## src/rtl/rw_pkg.sv

```systemverilog
package rw_pkg;
  typedef enum logic [2:0] {
    S_IDLE,
    S_PRT_REQ,
    S_PRT_WAIT,
    S_DIR_REQ,
    S_DIR_WAIT,
    S_DONE
  } walk_state_e;

  typedef enum logic [1:0] {
    FLT_NONE   = 2'b00,
    FLT_NOENT  = 2'b01,
    FLT_BADCFG = 2'b10
  } walk_fault_e;

  localparam int ENTRY_W   = 64;
  localparam int VALID_BIT = 63;
  localparam int LEAF_BIT  = 62;
  localparam int BASE_LO   = 8;
  localparam int RPN_LO    = 12;
  localparam int NLS_W     = 5;
  localparam int RTS_LO    = 56;
  localparam int SZ_W      = 5;
endpackage

```

## src/rtl/rw_prt_locate.sv

```systemverilog
module rw_prt_locate #(
  parameter int PID_W    = 16,
  parameter int PA_W     = 56,
  parameter int ENTRY_LG = 4
) (
  input  logic [PID_W-1:0]        pid,
  input  logic [PA_W-1:0]         base,
  input  logic [rw_pkg::SZ_W-1:0] size_code,
  output logic                    in_range,
  output logic [PA_W-1:0]         entry_addr
);
  localparam int SHIFT_BASE = 12 - ENTRY_LG;

  logic [6:0]       sh;
  logic [PID_W-1:0] hi_bits;

  always_comb begin
    sh         = 7'(size_code) + 7'(SHIFT_BASE);
    hi_bits    = pid >> sh;
    in_range   = (hi_bits == '0);
    entry_addr = base + (PA_W'(pid) << ENTRY_LG);
  end
endmodule

```

## src/rtl/rw_index_gen.sv

```systemverilog
module rw_index_gen #(
  parameter int EA_W     = 64,
  parameter int PA_W     = 56,
  parameter int MIN_BITS = 5,
  localparam int SH_W    = $clog2(EA_W)
) (
  input  logic [EA_W-1:0]          ea,
  input  logic [SH_W-1:0]          rem,
  input  logic [rw_pkg::NLS_W-1:0] nls,
  input  logic [PA_W-1:0]          base,
  output logic                     cfg_bad,
  output logic [PA_W-1:0]          entry_addr
);
  logic [SH_W-1:0] sh;
  logic [EA_W-1:0] msk;
  logic [EA_W-1:0] idx;

  always_comb begin
    cfg_bad    = (int'(nls) < MIN_BITS) || (SH_W'(nls) > rem);
    sh         = rem - SH_W'(nls);
    msk        = (EA_W'(1) << nls) - EA_W'(1);
    idx        = (ea >> sh) & msk;
    entry_addr = base + PA_W'(idx << 3);
  end
endmodule

```

## src/rtl/rw_leaf_merge.sv

```systemverilog
module rw_leaf_merge #(
  parameter int PA_W  = 56,
  parameter int SH_W  = 6
) (
  input  logic [PA_W-1:0] rpn,
  input  logic [PA_W-1:0] ea_low,
  input  logic [SH_W-1:0] shift,
  output logic [PA_W-1:0] real_addr
);
  logic [PA_W-1:0] msk;

  always_comb begin
    msk       = (PA_W'(1) << shift) - PA_W'(1);
    real_addr = (rpn & ~msk) | (ea_low & msk);
  end
endmodule

```

## src/rtl/rw_walker.sv

```systemverilog
module rw_walker
  import rw_pkg::*;
#(
  parameter int EA_W       = 64,
  parameter int PA_W       = 56,
  parameter int PID_W      = 16,
  parameter int MAX_LEVELS = 4,
  parameter int MIN_BITS   = 5,
  parameter int PRT_LG     = 4,
  localparam int SH_W      = $clog2(EA_W),
  localparam int LVL_W     = $clog2(MAX_LEVELS + 1)
) (
  input  logic                clk,
  input  logic                rst_n,
  input  logic                start,
  input  logic [EA_W-1:0]     ea,
  input  logic [PID_W-1:0]    pid,
  input  logic [PA_W-1:0]     prt_base,
  input  logic [SZ_W-1:0]     prt_size,
  output logic                busy,
  output logic                done,
  output logic [1:0]          fault,
  output logic [PA_W-1:0]     real_addr,
  output logic [ENTRY_W-1:0]  leaf_entry,
  output logic [PA_W-1:0]     leaf_addr,
  output logic [SH_W-1:0]     page_shift,
  output logic                mem_req_valid,
  input  logic                mem_req_ready,
  output logic [PA_W-1:0]     mem_req_addr,
  input  logic                mem_rsp_valid,
  input  logic [ENTRY_W-1:0]  mem_rsp_data
);
  walk_state_e        state_q, state_d;
  logic [EA_W-1:0]    ea_q, ea_d;
  logic [PA_W-1:0]    base_q, base_d;
  logic [NLS_W-1:0]   nls_q, nls_d;
  logic [SH_W-1:0]    rem_q, rem_d;
  logic [LVL_W-1:0]   lvl_q, lvl_d;
  logic [PA_W-1:0]    prt_addr_q, prt_addr_d;
  walk_fault_e        fault_q, fault_d;
  logic [PA_W-1:0]    ra_q, ra_d;
  logic [ENTRY_W-1:0] leaf_q, leaf_d;
  logic [PA_W-1:0]    la_q, la_d;
  logic [SH_W-1:0]    ps_q, ps_d;
  logic               ctx_en, res_en;

  logic               pid_ok;
  logic [PA_W-1:0]    prt_entry_addr;
  logic               cfg_bad;
  logic [PA_W-1:0]    dir_addr;
  logic [PA_W-1:0]    merge_ra;
  logic [SH_W-1:0]    rem_after;
  logic               lvl_full;
  logic               dir_stop;

  logic               ent_valid, ent_leaf;
  logic [PA_W-1:0]    ent_base, ent_rpn;
  logic [NLS_W-1:0]   ent_nls;
  logic [SH_W-1:0]    ent_rts;

  rw_prt_locate #(.PID_W(PID_W), .PA_W(PA_W), .ENTRY_LG(PRT_LG)) u_prt (
    .pid(pid), .base(prt_base), .size_code(prt_size),
    .in_range(pid_ok), .entry_addr(prt_entry_addr)
  );

  rw_index_gen #(.EA_W(EA_W), .PA_W(PA_W), .MIN_BITS(MIN_BITS)) u_idx (
    .ea(ea_q), .rem(rem_q), .nls(nls_q), .base(base_q),
    .cfg_bad(cfg_bad), .entry_addr(dir_addr)
  );

  rw_leaf_merge #(.PA_W(PA_W), .SH_W(SH_W)) u_merge (
    .rpn(ent_rpn), .ea_low(ea_q[PA_W-1:0]), .shift(rem_after),
    .real_addr(merge_ra)
  );

  // Entry field decode
  always_comb begin
    ent_valid = mem_rsp_data[VALID_BIT];
    ent_leaf  = mem_rsp_data[LEAF_BIT];
    ent_base  = {mem_rsp_data[PA_W-1:BASE_LO], {BASE_LO{1'b0}}};
    ent_rpn   = {mem_rsp_data[PA_W-1:RPN_LO], {RPN_LO{1'b0}}};
    ent_nls   = mem_rsp_data[NLS_W-1:0];
    ent_rts   = mem_rsp_data[RTS_LO+SH_W-1:RTS_LO];
    rem_after = rem_q - SH_W'(nls_q);
    lvl_full  = (lvl_q == LVL_W'(MAX_LEVELS));
    dir_stop  = cfg_bad || lvl_full;
  end

  // Next-state logic
  always_comb begin
    state_d    = state_q;
    ea_d       = ea_q;
    base_d     = base_q;
    nls_d      = nls_q;
    rem_d      = rem_q;
    lvl_d      = lvl_q;
    prt_addr_d = prt_addr_q;
    fault_d    = fault_q;
    ra_d       = ra_q;
    leaf_d     = leaf_q;
    la_d       = la_q;
    ps_d       = ps_q;
    ctx_en     = 1'b0;
    res_en     = 1'b0;
    unique case (state_q)
      S_IDLE: begin
        if (start) begin
          ctx_en     = 1'b1;
          res_en     = 1'b1;
          ea_d       = ea;
          prt_addr_d = prt_entry_addr;
          lvl_d      = '0;
          if (pid_ok) begin
            fault_d = FLT_NONE;
            state_d = S_PRT_REQ;
          end else begin
            fault_d = FLT_NOENT;
            state_d = S_DONE;
          end
        end
      end
      S_PRT_REQ: begin
        if (mem_req_ready) state_d = S_PRT_WAIT;
      end
      S_PRT_WAIT: begin
        if (mem_rsp_valid) begin
          ctx_en  = 1'b1;
          base_d  = ent_base;
          nls_d   = ent_nls;
          rem_d   = ent_rts;
          state_d = S_DIR_REQ;
        end
      end
      S_DIR_REQ: begin
        if (dir_stop) begin
          res_en  = 1'b1;
          fault_d = FLT_BADCFG;
          state_d = S_DONE;
        end else if (mem_req_ready) begin
          ctx_en  = 1'b1;
          res_en  = 1'b1;
          la_d    = dir_addr;
          lvl_d   = lvl_q + LVL_W'(1);
          state_d = S_DIR_WAIT;
        end
      end
      S_DIR_WAIT: begin
        if (mem_rsp_valid) begin
          res_en = 1'b1;
          ctx_en = 1'b1;
          if (!ent_valid) begin
            fault_d = FLT_NOENT;
            state_d = S_DONE;
          end else if (ent_leaf) begin
            rem_d   = rem_after;
            ps_d    = rem_after;
            ra_d    = merge_ra;
            leaf_d  = mem_rsp_data;
            state_d = S_DONE;
          end else begin
            rem_d   = rem_after;
            base_d  = ent_base;
            nls_d   = ent_nls;
            state_d = S_DIR_REQ;
          end
        end
      end
      S_DONE:  state_d = S_IDLE;
      default: state_d = S_IDLE;
    endcase
  end

  // State register
  always_ff @(posedge clk or negedge rst_n) begin
    if (!rst_n) state_q <= S_IDLE;
    else        state_q <= state_d;
  end

  // Walk context registers
  always_ff @(posedge clk or negedge rst_n) begin
    if (!rst_n) begin
      ea_q       <= '0;
      base_q     <= '0;
      nls_q      <= '0;
      rem_q      <= '0;
      lvl_q      <= '0;
      prt_addr_q <= '0;
    end else if (ctx_en) begin
      ea_q       <= ea_d;
      base_q     <= base_d;
      nls_q      <= nls_d;
      rem_q      <= rem_d;
      lvl_q      <= lvl_d;
      prt_addr_q <= prt_addr_d;
    end
  end

  // Result registers
  always_ff @(posedge clk or negedge rst_n) begin
    if (!rst_n) begin
      fault_q <= FLT_NONE;
      ra_q    <= '0;
      leaf_q  <= '0;
      la_q    <= '0;
      ps_q    <= '0;
    end else if (res_en) begin
      fault_q <= fault_d;
      ra_q    <= ra_d;
      leaf_q  <= leaf_d;
      la_q    <= la_d;
      ps_q    <= ps_d;
    end
  end

  always_comb begin
    busy          = (state_q != S_IDLE);
    done          = (state_q == S_DONE);
    fault         = fault_q;
    real_addr     = ra_q;
    leaf_entry    = leaf_q;
    leaf_addr     = la_q;
    page_shift    = ps_q;
    mem_req_valid = (state_q == S_PRT_REQ) || ((state_q == S_DIR_REQ) && !dir_stop);
    mem_req_addr  = (state_q == S_PRT_REQ) ? prt_addr_q : dir_addr;
  end
endmodule

```

## config.mk

```make
export PLATFORM = sky130hd
export DESIGN_NAME = rw_walker
export DESIGN_NICKNAME = d
export VERILOG_FILES = /design/src/rtl/rw_pkg.sv /design/src/rtl/rw_prt_locate.sv /design/src/rtl/rw_index_gen.sv /design/src/rtl/rw_leaf_merge.sv /design/src/rtl/rw_walker.sv
export SDC_FILE = /design/constraint.sdc
export NUM_CORES = 1
export LEC_CHECK = 0
export ABC_AREA = 1
export BUFFER_PORTS_ARGS = -buffer_cell sky130_fd_sc_hd__buf_2
export CELL_PAD_IN_SITES_DETAIL_PLACEMENT = 1
export CELL_PAD_IN_SITES_GLOBAL_PLACEMENT = 2
export CORE_UTILIZATION = 28
export DETAILED_ROUTE_END_ITERATION = 16
export PLACE_DENSITY_LB_ADDON = 0.1
export SYNTH_ARGS = -nofsm -noshare
export SYNTH_HDL_FRONTEND = slang
export SYNTH_SLANG_ARGS = --single-unit
```

## constraint.sdc

```tcl
create_clock -name clk -period 5.82 [get_ports clk]
set_input_delay 0.873 -clock clk [delete_from_list [all_inputs] [get_ports clk]]
set_output_delay 0.873 -clock clk [all_outputs]
set_load 0.02 [all_outputs]
```

Word-level counts from Yosys, hierarchy flattened:

Index checks and enable logic that the tools add are counted.

* bits in registers: 376
* bits in latches: 0
* memory bits (writable): 0
* ROM bits: 0
* bits of input ports: 210
* output and inout bits: 243
* word-level logic and storage cells: 110
* memories: 0

* $add $sub $neg: 7
* $mul: 0
* div/mod/pow operators: 0
* magnitude comparators: 2
* eq/ne operators: 17
* shift operators: 4
* mux-type cells: 42
* bitwise logic cells: 6
* reduce and logical (&&, ||, !) cells: 20

Operators by type and width (count)
* two-way mux 56 bit: 5
* bitwise AND 56 bit: 2
* case mux 56 bit (2 select lines): 1
* >> shifter 64 x 6 -> 53 bit: 1
* adder 56 x 20 -> 56 bit: 1
* adder 56 bit: 1
* NOT 56 bit: 1
* bitwise OR 56 bit: 1
* left shift 1 x 6 -> 56 bit, first input constant: 1
* subtractor 56 x 2 -> 56 bit, second input constant: 1
* bitwise AND 53 bit: 1
* left shift 1 x 5 -> 53 bit, first input constant: 1
* subtractor 53 x 2 -> 53 bit, second input constant: 1
* two-way mux 3 bit: 12
* two-way mux 5 bit: 4
* != test 2 bit, second input constant: 10
* AND reduction 5 bit: 4
* two-way mux 6 bit: 3
* logical NOT 16 bit: 1
* >> shifter 16 x 7 -> 16 bit: 1
* case mux 3 bit (5 select lines): 1
* case mux 6 bit (2 select lines): 1
* AND reduction 6 bit: 2
* case mux 5 bit (2 select lines): 1
* 24 further kinds: 40

Depth between registers and ports, before layout:

* depth after elaboration: 6
* mapped depth: 33
* mapped depth without buffers: 31

By module:

From an unflattened synthesis, not the netlist that was laid out.

* cells, all modules: 4783
* area, all modules: 29498.3 µm²

By module, submodules not included
* rw_walker: times used 1, cells each 1732, area each 14884.3 µm², seq. area each 9208.8 µm²
* rw_index_gen: times used 1, cells each 1836, area each 8896.0 µm², seq. area each 0.0 µm²
* rw_leaf_merge: times used 1, cells each 610, area each 2885.3 µm², seq. area each 0.0 µm²
* rw_prt_locate: times used 1, cells each 605, area each 2832.7 µm², seq. area each 0.0 µm²

Worst setup path after synthesis:

Ideal clock, no wire load.

* path kind: reg-to-output
* from: reg nls_q[0]
* to: out mem_req_addr[40]
* arrival time: 4.900 ns
* data required time: 4.947 ns
* slack: 0.047 ns
* cell stages (with the launch flop): 28
* path buffers: 2
* path through: dfrtp_1 > ha_1 > inv_1 > fa_1 > buf_2 > clkinv_1 > clkbuf_1 > mux2i_1 > mux2i_1 > o21ai_0 > o22ai_1 > nor2_1 > a21oi_1 > ha_1 > fa_1 > nand2_1 > nand2_1 > o21ai_0 > inv_1 > a21oi_1 > inv_1 > nand2_1 > nand2_1 > a21oi_1 > o21ai_0 > or2_2 > nand3_1 > o21ai_0

* cells in the longest elaborated chain, start to end: 5
* elaborated cells on any way between the ends: 7
* classes of those cells: add/sub: 3; shift: 2; mux: 1; bitwise: 1

Ends and longest elaborated chain
* start, declared: RTL line rw_walker.sv:36 `logic [NLS_W-1:0] nls_q, nls_d;`
* start signal, assigned: RTL line rw_walker.sv:191 `nls_q <= nls_d;`
* subtractor 6 x 5 -> 6 bit
* named net rem_after[1]: RTL line rw_walker.sv:52 `logic [SH_W-1:0] rem_after;`
* >> shifter 64 x 6 -> 53 bit: RTL line rw_index_gen.sv:22 `idx = (ea >> sh) & msk;`
* bitwise AND 53 bit: RTL line rw_index_gen.sv:22
* adder 56 bit: RTL line rw_index_gen.sv:23 `entry_addr = base + PA_W'(idx << 3);`
* two-way mux 56 bit: RTL line rw_walker.sv:224 `mem_req_addr = (state_q == S_PRT_REQ) ? prt_addr_q : dir_addr;`
* end, declared: RTL line rw_walker.sv:29 `output logic [PA_W-1:0] mem_req_addr,`

The timed path passes the listed nets, and every way through them passes these cells.

Worst setup path after layout:

* from: reg rem_q[0]
* to: out mem_req_addr[35]

* cells in the longest elaborated chain, start to end: 5

Ends and longest elaborated chain
* start, declared: RTL line rw_walker.sv:37 `logic [SH_W-1:0] rem_q, rem_d;`
* start signal, assigned: RTL line rw_walker.sv:192 `rem_q <= rem_d;`
* subtractor 6 x 5 -> 6 bit
* named net rem_after[1]: RTL line rw_walker.sv:52
* >> shifter 64 x 6 -> 53 bit: RTL line rw_index_gen.sv:22
* bitwise AND 53 bit: RTL line rw_index_gen.sv:22
* adder 56 bit: RTL line rw_index_gen.sv:23
* two-way mux 56 bit: RTL line rw_walker.sv:224

The timed path passes the listed nets, and every way through them passes these cells.

==> results list <==
- Number of port buffers: 449
* Delay of the slowest cell on the worst path: 0.58 ns
- Between clock sinks in the finished design, the worst skew comes to 0.0230 ns.
- Violations in the final reports: setup timing
- Post-layout minimum cycle time: 6.53 ns
- Detailed-route via count: 30.5k
- Total of max-cap violations: 0
- By area, the combinational part of the netlist is dominated by simple AND/OR/NAND/NOR gates.
- Fin nets: 5184
- The worst register-to-register path has a depth of 30.
- Maximum achievable frequency: 153 MHz
* Total detailed-routing wirelength: 142000 um
* Floorplan die area: around 95000 um2
- Clock-pin slew reported for the worst setup and hold paths after clock tree synthesis: ~0.060 ns
- For this design the top-level I/O count stands at 453.
* Average cell area after synthesis: 6.59 um2
* Clock network latency to the later pin of the worst-skew pair: 0.62 ns
* Vias in the first global route: just over 30k
- Setup slack on the critical path of the routed design comes to -0.713 ns.
* Setup violation total in the final timing report: 40
- Registers take 9130 um2.
- Wire length per cell: 23.0 um
* Antenna violations before repair: 9
* Area fraction in and, or, nand and nor cells after synthesis: 31.9%
- Entering global routing, the biggest net connects roughly 140 pins.
- Main synth FF type: sky130_fd_sc_hd__dfrtp_1
- Adder and majority cell fraction of the synthesized area: 3.66%
* Number of synthesized flops with an enable pin: 0
* Register-to-register setup slack: between 0.8 and 0.9 ns
- Reg-to-Reg End: leaf_addr[49]$_DFFE_PN0P_
- Number of violations reported at the end of detailed-routing iteration 0: 2298
* Critical path endpoint category: primary output
* Cell with the largest stage delay on the worst path: sky130_fd_sc_hd__fa_2
- Maximum count of clock buffers along a single path: 3
- Synthesis handed over a netlist of approximately 4k instances.
- The region available for standard cell placement spans 92400 um2.
- The tree built by TritonCTS fans out to 365 sinks.
- RD Place Congestion: 0.964
* Fraction of the yosys area taken by sequential cells: 34.8%
- Summing every instance area after synthesis gives 26300 um2.
* Crit Path Max Fanout: 7
- Total negative slack: -18.78 ns
- The run finished, with violations left.
- In this run, synthesis produced a sequential element count of 365.
- Remaining routing DRC violations: 0
* Number of warnings printed during yosys synthesis: 0
* Wire length of the first global-routing pass: 205000 um
- Half-perimeter wire length of the detailed placement result: 116000 um
- Pins Over Slew Limit: 0
* Filler instances: around 12k
* Residual overflow from global routing: 0
* Height of the chip: 308 um
- Unrepaired setup endpoints after global routing: true
* Hold Fails Final Rpt: 0
* Share of synthesized flip-flops with an asynchronous set or reset: 100%
- Startpoint of the lowest-slack register-to-register path: rem_q[0]$_DFFE_PN0P_
- Worst Path Class, Setup: reg -> out
- Worst setup SP type: flip-flop
- Clock buffer count from CTS: 47
- Number of library cell types mapped by synthesis: 57
- Relative slew margins: 27.9%
- After synthesis, the share of cell area in mux cells is 2.40%.
- Area added between synthesis and finish: 44.3%
* Worst Path Required: 4.95 ns
- After detailed routing, the number of vias per cell comes to just under 5.
* Clock tree from TritonCTS: yes
- Overall routing resource usage: between 20% and 30%
- Final antenna-violating net count: 0
* Worst slew pin tran: between 1 and 1.5 ns
- Row generation in the floorplan step produced 111 rows.
- Starting Density: 28.4%
- Compound-gate portion of the synthesized area: 15.9%
* Worst hold-check path type: in -> async
- The H-tree was split into 2 levels.
- Total area of multi-input combinational cells: 17100 um2
- Of the cells placed in the final design, the portion with a size suffix greater than 1 is 30.1%.
* Router iterations before antenna repair: 5
- The die is 308 um wide.
* Xor and xnor fraction of the mapped netlist area: 3.13%
- Part of the cycle the worst path needs: 112%
- STA puts the critical path data arrival time at 5.66 ns.
- Clock tree synthesis selected as its root buffer the cell sky130_fd_sc_hd__clkbuf_16.
[routing by layer]
| layer | global-route usage [%] | up-vias | routed length [um] |
|---|---|---|---|
| met2 | 44.8 | 679 | 61900 |
| li1 | - | 14776 | - |
| met5 | 0 | - | 82 |
| met1 | 43.8 | 14942 | 70500 |
| met4 | 5.57 | 12 | 2700 |
| met3 | 3.78 | 122 | 6980 |
[cell usage after synthesis (all sizes together) (2+ instances only)]
| library cell | n | area (um2) |
|---|---|---|
| nor4 | 9 | 56.3 |
| a21o | 8 | 60.1 |
| o2111ai | 2 | 17.5 |
| xor2 | 55 | 482 |
| o22ai | 8 | 50.1 |
| and3 | 5 | 31.3 |
| o21ai | 508 | 2540 |
| o21a | 11 | 82.6 |
| o31ai | 7 | 52.6 |
| a31o | 3 | 26.3 |
| clkinv | 3 | 11.3 |
| dfrtp | 365 | 9130 |
| clkbuf | 116 | 435 |
| a31oi | 28 | 175 |
| a21oi | 134 | 674 |
| o221ai | 3 | 26.3 |
| nand3b | 12 | 90.1 |
| o21bai | 13 | 105 |
| nor3 | 40 | 215 |
| o41ai | 3 | 26.3 |
| nand2 | 1342 | 5050 |
| o211ai | 19 | 143 |
| a221oi | 4 | 35.0 |
| buf | 50 | 255 |
| inv | 391 | 1470 |
| fa | 3 | 60.1 |
| ha | 72 | 901 |
| nand3 | 204 | 1030 |
| a211oi | 12 | 90.1 |
| o311ai | 2 | 17.5 |
| nor2 | 373 | 1430 |
| xnor2 | 39 | 342 |
| mux2i | 62 | 621 |
| or2 | 23 | 144 |
| nand4 | 49 | 307 |
[through the flow]
stage / cells / utilization, % / instance area [um2] / hold slack, ns / setup WS (ns)
after floorplan: 4002 / - / 26300 / 0.442 / 0.0465
after global placement: 6049 / 36.4 / 33600 / 0.453 / -0.651
after detailed placement: 6049 / 36.4 / 33600 / 0.454 / -0.776
after CTS: 6150 / 39.0 / 36000 / 0.194 / -0.752
after global routing: 6176 / 41.0 / 37900 / 0.232 / -0.902
final: 6181 / 41.0 / 37900 / 0.201 / -0.713
[cell usage in the layout (no fill, tap or decap), types with 46 or more instances in the layout]
| cell | netlist | final |
|---|---|---|
| sky130_fd_sc_hd__buf_6 | 0 | 51 |
| sky130_fd_sc_hd__nand2_2 | 5 | 52 |
| sky130_fd_sc_hd__nor2_1 | 364 | 314 |
| sky130_fd_sc_hd__nand3_1 | 202 | 186 |
| sky130_fd_sc_hd__nand4_1 | 49 | 49 |
| sky130_fd_sc_hd__buf_4 | 9 | 525 |
| sky130_fd_sc_hd__inv_1 | 384 | 367 |
| sky130_fd_sc_hd__o21ai_1 | 15 | 65 |
| sky130_fd_sc_hd__nand2_1 | 1337 | 1282 |
| sky130_fd_sc_hd__o21ai_0 | 493 | 392 |
| sky130_fd_sc_hd__dfrtp_1 | 365 | 365 |
| sky130_fd_sc_hd__xor2_1 | 55 | 46 |
| sky130_fd_sc_hd__ha_1 | 72 | 52 |
| sky130_fd_sc_hd__a21oi_1 | 133 | 87 |
| sky130_fd_sc_hd__buf_2 | 27 | 413 |
| sky130_fd_sc_hd__clkbuf_16 | 0 | 52 |
[critical path, delay by kind of cell (launching register included)]
family,cells,cell delay (ns)
adder cells (fa/ha/maj),3,0.95
AO/OA/AOI/OAI,10,1.31
buffers and inverters,12,1.39
AND/OR/NAND/NOR,8,0.94
flip-flops,1,0.37
[sequential cells by signal (all words and copies together) (netlist names), 5 cells and up]
name / count
real_addr: 56
leaf_addr: 53
page_shift: 6
base_q: 48
leaf_entry: 63
ea_q: 64
rem_q: 6
nls_q: 5
prt_addr_q: 56
[cell type report]
cell class,count,area share (%)
multi-input cells,3077,45.0
flip-flops and latches,365,24.1
repair buffers,1014,18.7
well taps,1243,4.10
inverters,394,3.95
clock buffers,71,3.69
clock inverters,12,0.452
diodes,5,0.0330
[worst max path at each step]
stage                          from          endpoint  slack, ns
3_3_place_gp   rem_q[0]$_DFFE_PN0P_  mem_req_addr[40]      -0.65
2_1_floorplan  nls_q[0]$_DFFE_PN0P_  mem_req_addr[40]       0.05
4_1_cts        rem_q[0]$_DFFE_PN0P_  mem_req_addr[49]      -0.75
6_report       rem_q[0]$_DFFE_PN0P_  mem_req_addr[35]      -0.71
5_1_grt        rem_q[0]$_DFFE_PN0P_  mem_req_addr[35]      -0.90
3_5_place_dp   rem_q[0]$_DFFE_PN0P_  mem_req_addr[45]      -0.78
[what timing repair did]
action | CTS | global route
setup buffers | 18 | 32
cloned | 0 | 3
endpoints found under the setup margin | 46 | 46
pin swaps | 28 | 121
resized for setup | 208 | 417
hold buffers | 0 | 0
[kinds of logic (layout without fill, tap and decap cells)]
group                      after synthesis  after routing
DFF                                    365            365
adders and majority gates               75             75
xor gates and xnor gates                94             94
other                                    1             19
buffers and inverters                  560           1491
AOI/OAI and AO/OA                      771            771
muxes                                   63             63
and+or+nand+nor                       2060           2060
Power is not shown: default switching activity piles up to over one toggle a cycle in this logic, so the estimate is an artifact.
